$ cat config.mk
export PLATFORM = sky130hd
export DESIGN_NAME = partial_store_lanes
export DESIGN_NICKNAME = d
export VERILOG_FILES = /design/src/rtl/partial_store_lanes.sv
export SDC_FILE = /design/constraint.sdc
export NUM_CORES = 1
export LEC_CHECK = 0
export CORE_MARGIN = 4
export CORE_UTILIZATION = 55
export CTS_CLUSTER_SIZE = 16
export DETAILED_ROUTE_END_ITERATION = 16
export DONT_BUFFER_PORTS = 1
export PLACE_DENSITY = 0.7
export SLEW_MARGIN = 20
export SYNTH_ARGS = -nofsm -noshare
export SYNTH_HDL_FRONTEND = slang
export SYNTH_SLANG_ARGS = --single-unit
$ cat constraint.sdc
create_clock -name clk -period 2.75 [get_ports clk]
set_input_delay 0.1375 -clock clk [delete_from_list [all_inputs] [get_ports clk]]
set_output_delay 0.1375 -clock clk [all_outputs]
set_load 0.03 [all_outputs]
$ cat src/rtl/partial_store_lanes.sv
module partial_store_lanes #(
  parameter int ADDR_W = 32
) (
  input  logic              clk,
  input  logic              rst_n,
  input  logic              req_valid,
  output logic              req_ready,
  input  logic [ADDR_W-1:0] req_addr,
  input  logic [63:0]       req_data,
  input  logic              req_big,
  input  logic              req_left,
  input  logic              req_dword,
  output logic              wr_valid,
  input  logic              wr_ready,
  output logic [ADDR_W-1:0] wr_addr,
  output logic [7:0]        wr_mask,
  output logic [63:0]       wr_data
);

  logic [2:0]  off, top;
  logic        up;
  logic [7:0]  n_mask;
  logic [63:0] n_data;
  logic        q_dw;

  assign off       = req_dword ? req_addr[2:0] : {1'b0, req_addr[1:0]};
  assign top       = req_dword ? 3'd7 : 3'd3;
  assign up        = (req_left == req_big);
  assign req_ready = !wr_valid || wr_ready;

  always_comb begin
    logic [2:0] li, p, idx;
    logic       in_w, hit;
    n_mask = '0;
    n_data = '0;
    for (int i = 0; i < 8; i++) begin
      li   = 3'(i);
      p    = req_dword ? li : {1'b0, li[1:0]};
      in_w = req_dword || (li[2] == req_addr[2]);
      hit  = in_w && (up ? (p >= off) : (p <= off));
      if (req_left) idx = req_big ? (top - p + off) : (top - off + p);
      else          idx = req_big ? (off - p) : (p - off);
      n_mask[i] = hit;
      n_data[8*i +: 8] = hit ? req_data[{idx, 3'b000} +: 8] : 8'h00;
    end
  end

  always_ff @(posedge clk) begin
    if (!rst_n) begin
      wr_valid <= 1'b0;
      wr_addr  <= '0;
      wr_mask  <= '0;
      wr_data  <= '0;
      q_dw     <= 1'b0;
    end else if (req_valid && req_ready) begin
      wr_valid <= 1'b1;
      wr_addr  <= {req_addr[ADDR_W-1:3], 3'b000};
      wr_mask  <= n_mask;
      wr_data  <= n_data;
      q_dw     <= req_dword;
    end else if (wr_ready) begin
      wr_valid <= 1'b0;
    end
  end


  hold_stable_chk: assert property (@(posedge clk) disable iff (!rst_n)
    wr_valid && !wr_ready |=> wr_valid && $stable(wr_mask) && $stable(wr_data) && $stable(wr_addr));


  accept_issue_chk: assert property (@(posedge clk) disable iff (!rst_n)
    req_valid && req_ready |=> wr_valid);


  mask_run_chk: assert property (@(posedge clk) disable iff (!rst_n)
    wr_valid |-> $countones({1'b0, wr_mask} ^ {wr_mask, 1'b0}) == 2);


  word_half_chk: assert property (@(posedge clk) disable iff (!rst_n)
    wr_valid && !q_dw |-> (wr_mask[7:4] == 4'h0 || wr_mask[3:0] == 4'h0));


  idle_lane_zero_chk: assert property (@(posedge clk) disable iff (!rst_n)
    wr_valid |-> ((wr_data & {{8{!wr_mask[7]}}, {8{!wr_mask[6]}}, {8{!wr_mask[5]}}, {8{!wr_mask[4]}},
                              {8{!wr_mask[3]}}, {8{!wr_mask[2]}}, {8{!wr_mask[1]}}, {8{!wr_mask[0]}}}) == 64'h0));

endmodule

# Yosys cells after proc, flatten, opt, wreduce, memory -nomap -nowiden
# Index checks and enable logic that the tools add are counted.
[totals]
output_inout_bits = 106
register_bits = 102
input_bits = 103
word_cells = 128
[op_classes]
bitwise_logic = 1
add_sub_neg = 37
reduce_logical = 14
n_mux = 47
eq_ne = 1
n_lt_le_gt_ge = 16
shifts = 8
[ops]
columns = ["cell", "n"]
rows = [
  ["$shiftx A64 B7 Y8", 8],
  ["$mux W3", 29],
  ["$mux W8", 8],
  ["$add A3 B3 Y3", 12],
  ["$sub A3 B3 Y3", 12],
  ["$ge A3 B3 Y1", 4],
  ["$le A3 B3 Y1", 4],
  ["$sub A3 B2 Y3 const B", 4],
  ["$mux W1", 10],
  ["$logic_and A1 B1 Y1", 9],
  ["$add A3 B2 Y3 const B", 2],
  ["$ge A1 B3 Y1 const A", 2],
  ["$ge A2 B3 Y1 const A", 2],
  ["$le A1 B3 Y1 const A", 2],
  ["$le A2 B3 Y1 const A", 2],
  ["$sub A1 B3 Y3 const A", 2],
  ["$sub A2 B3 Y3 const A", 2],
  ["$sub A3 B1 Y3 const B", 2],
  ["$add A3 B1 Y3 const B", 1],
  ["$logic_or A1 B1 Y1", 3],
  ["$reduce_bool A2 Y1", 1],
  ["$eq A1 B1 Y1", 1],
  ["$logic_not A1 Y1", 1],
  ["$not A1 Y1", 1],
]

# Depth between registers and ports, before layout
[depth]
word_depth = 7
mapped_depth = 11

# Least setup slack after synthesis
# No wires, ideal clock.
[synth_timing]
path_type = "in2reg"
start = "input port req_addr[1]"
end = "register wr_data[58]"
arrival_time_ns = 2.431
setup_time_ns = 0.122
path_buffers = 4
required_ns = 2.628
cell_stages = 11
setup_slack_ns = 0.198
cell_sequence = "buf_2 > clkinv_1 > ha_1 > clkbuf_1 > buf_2 > buf_2 > mux2i_1 > nand2_1 > a22oi_1 > o22ai_1 > a221o_1"
[synth_between]
elab_chain_len = 7
word_cells_on_any_way = 14
[synth_rtl]
columns = ["element", "line_no", "rtl"]
rows = [
  ["start, declared", "8", "input logic [ADDR_W-1:0] req_addr,"],
  ["$mux W3 (*)", "26", "assign off = req_dword ? req_addr[2:0] : {1'b0, req_addr[1:0]};"],
  ["$sub A3 B3 Y3", "41, 42", ""],
  ["$add A3 B3 Y3", "41", "if (req_left) idx = req_big ? (top - p + off) : (top - off + p);"],
  ["$mux W3 (2 in series)", "41", ""],
  ["$shiftx A64 B7 Y8", "44", "n_data[8*i +: 8] = hit ? req_data[{idx, 3'b000} +: 8] : 8'h00;"],
  ["$mux W8 (*)", "44", ""],
  ["end signal, assigned", "59", "wr_data <= n_data;"],
  ["end, declared", "17", "output logic [63:0] wr_data"],
]
# Mark *: on every way between the ends. The rest lies on a longest branch, timed or not.
# A chain may end at the register's enable or synchronous reset.

# Worst setup path in the final report
[layout_timing]
start = "input port req_addr[1]"
end = "register wr_data[0]"
[layout_between]
elab_chain_len = 6
word_cells_on_any_way = 13
[layout_rtl]
columns = ["element", "line_no", "rtl"]
rows = [
  ["$mux W3 (*)", "26", ""],
  ["$sub A1 B3 Y3, or another cell as far along", "42", "else idx = req_big ? (off - p) : (p - off);"],
  ["$mux W3, on equally long branches", "42, 41", ""],
  ["$mux W3", "41", ""],
  ["$shiftx A64 B7 Y8", "44", ""],
  ["$mux W8 (*)", "44", ""],
]
# Marks and branches as above.

==> flow_summary.toml <==
[outcome]
status = "complete, no violations"

[logic_synthesis]
synth_edf_count = 0
synth_cell_types = 66
avgSynthCellArea_sq_um = 7.37
async_flop_share_pct = 0
ys_warn_count = 0
synth_seq_cells = 102
seq_area_frac_synth_pct = 20.3
syn_area_sq_mm = 0.0101
synth-main-ff-cell = "dfxtp_1"
synth_cells = 1365

[final_layout]
drive_above_1_share_pct = 7.41
final_nets = 1405
areaGrowthSynthToFinish_pct = 5.24
antenna_cells = 0
final_cells = 1525

[worst_setup_path]
worstSetupStartpointType = "primary input"
critPathKind = "in2reg"
r2r_slack_ns = 0.60
critPathRequiredTime_ns = 2.97
endpoint_kind = "flop"
critical_path.max_fanout = 77
worstPathArrival_ns = 2.56

[clocking]
cts_max_level = 3
clock_latency_ns = 0.35
cts_buffers = 9
cts_tree = "done"
holdBufCountCts = 30
clock_sinks = 102
clkTransAtPathRegs_ns = 0.07
cts_setup_buffers = 0
cts_root_buf = "clkbuf_16"
cts-resized-gates = 0
cts_max_path_buffers = 2

[sta]
timing.final.crit_share_pct = 85.3
worst_slew_pin_slew_ns = 0.954
setup_tns_ns = 0
timing.fmax_mhz = 426
relSlewSlack_pct = 36.4
final-setup-viol-count = 0
rsz0062_at_grt = "no"
hold_viol = 0
report.final.slew_viol_count = 0
final.min_clock_period_ns = 2.34
finClkSkew_ns = 0.00798

[detailed_routing]
dr.pass1.iters = 5
drc = 0
vias = 10900
wirelength_um = 35400
drtIter0Drc = 1398
wl_per_cell_um = 23.2
vias_per_cell = 7.16
antenna_left = 0

[floorplan]
die_width_um = 143
die_area_sq_mm = 0.0205
start_util_pct = 56.0
dieHeight_um = 143
coreArea_sq_mm = 0.0180
num_io_pins = 209
fp-row-count = 49

[power]
p_seq_share_pct = 39.6
power.switching_mw = 1.84
power.density_mw_per_mm2 = 445
p_clk_share_pct = 27.2
leakagePower_nw = 4.04
switching_share_pct = 39.0
peakVddDrop_mv = 0.400
p_int_mw = 2.87
p_comb_share_pct = 33.2
power_mw = 4.71

[place]
hpwl_um = 24400
dp.cells = 1479
port_buffers = 0
gp_congestion = 0.996

[min_path]
hold_class = "in2reg"

[grt]
grt_pass1_wl_um = 54000
antenna_found_initial = 0
overflow = 0
grt_max_degree = 211
grt_use_total_pct = 32.7
grt_pass1_vias = 9813

[job]
maxCapViolations = 0
-- layer usage --
metal / track usage [%] / part of all wire, % / vias to the layer above
met2: 48.5 / 42 / 612
li1: - / - / 5046
met1: 41.4 / 39 / 5155
met4: 15.3 / 5.3 / 0
met3: 13.6 / 14 / 105
met5: 0 / 0 / -
-- registers in the layout, indices dropped and copies added, names as in the netlist --
signal / cells
wr_addr: 29
wr_data: 64
wr_mask: 8
wr_valid: 1
-- critical path: stages --
cell and delay (ns):
clkinv_1 0.11, ha_4 0.61, buf_4 0.27, mux2i_1 0.34, nand2_1 0.12, a22o_1 0.24, a32oi_1 0.49, o221ai_1 0.20
-- power by group through the flow --
stage               logic, mW  registers (mW)  clock network (mW)
global route             1.69            1.87                1.35
floorplan                1.23            1.85                   0
CTS                      1.52            1.86                1.30
detailed placement       1.48            1.90                   0
global placement         1.46            1.90                   0
finish                   1.56            1.86                1.28
-- cells by family (layout without fill, tap and decap cells) --
kind of cell,count (synthesis),after routing,share of synthesized area (%)
simple gates,468,468,21.0
compound gates,466,466,33.3
mux,155,155,16.2
buf+inv,155,84,7.09
flops,102,102,20.3
fa+ha+maj,11,11,1.37
xor+xnor,7,7,0.796
other cells,1,3,0.0373
-- synthesized netlist by cell type, drive strengths merged, types with 4 or more instances --
master   instances  share of area [%]
mux2i          123                 12
a32oi           35                3.0
nand2b          12               0.75
ha              11                1.4
nor2            25               0.96
xnor2            4               0.35
nand3          112                5.6
buf             84                4.4
and2            12               0.75
or3              8               0.50
nand3b          11               0.82
nor3             4               0.30
nor4             4               0.25
mux2            29                3.2
o22ai            8               0.50
o221ai          88                7.7
a2111oi          4               0.35
a221o           17                1.7
a22o            71                6.2
a22oi           20                1.5
dfxtp          102                 20
or3b             5               0.44
a21oi          184                9.2
o21ai            6               0.30
a21o            11               0.82
nand2          264                9.9
inv              8               0.30
clkbuf          62                2.3
-- layout by cell type (no fill, tap or decap), drive strengths merged, types with 4 or more instances in the layout --
master and count:
a2111oi 4, a21o 11, a21oi 184, a221o 17
a22o 71, a22oi 20, a32oi 35, and2 12
buf 29, clkbuf 10, dfxtp 102, dlygate4sd3 30
ha 11, inv 11, mux2 29, mux2i 123
nand2 264, nand2b 12, nand3 112, nand3b 11
nor2 25, nor3 4, nor4 4, o21ai 6
o221ai 88, o22ai 8, or3 8, or3b 5
xnor2 4
-- per-stage QoR --
step	area, sq um	util (%)	setup slack, ns	hold slack (ns)
after global placement	9980	55.6	0.227	0.275
after floorplan	10100	-	0.198	0.274
after global routing	10600	58.9	0.360	0.106
final	10600	58.9	0.405	0.0814
after CTS	10600	58.9	0.515	0.0726
after detailed placement	9980	55.6	0.139	0.282
-- path summary, 6_finish.rpt --
kind | startpoint | end | depth (start not counted)
worst min register to register | wr_addr[3] | wr_addr[3] | 2
worst max-delay path | req_addr[1] | wr_data[0] | 8
worst max register to register | wr_valid | wr_data[19] | 5
worst min-delay path | req_addr[2] | wr_mask[6] | 4
-- cell type report --
type	instances	area [sq um]
Sequential cell	102	2040
Timing Repair Buffer	59	581
Fill cell	1672	7380
Multi-Input combinational cell	1110	7340
Clock inverter	6	62.6
Clock buffer	10	239
Tap cell	229	287
Inverter	9	36.3
(Power assumes the default switching activity.)
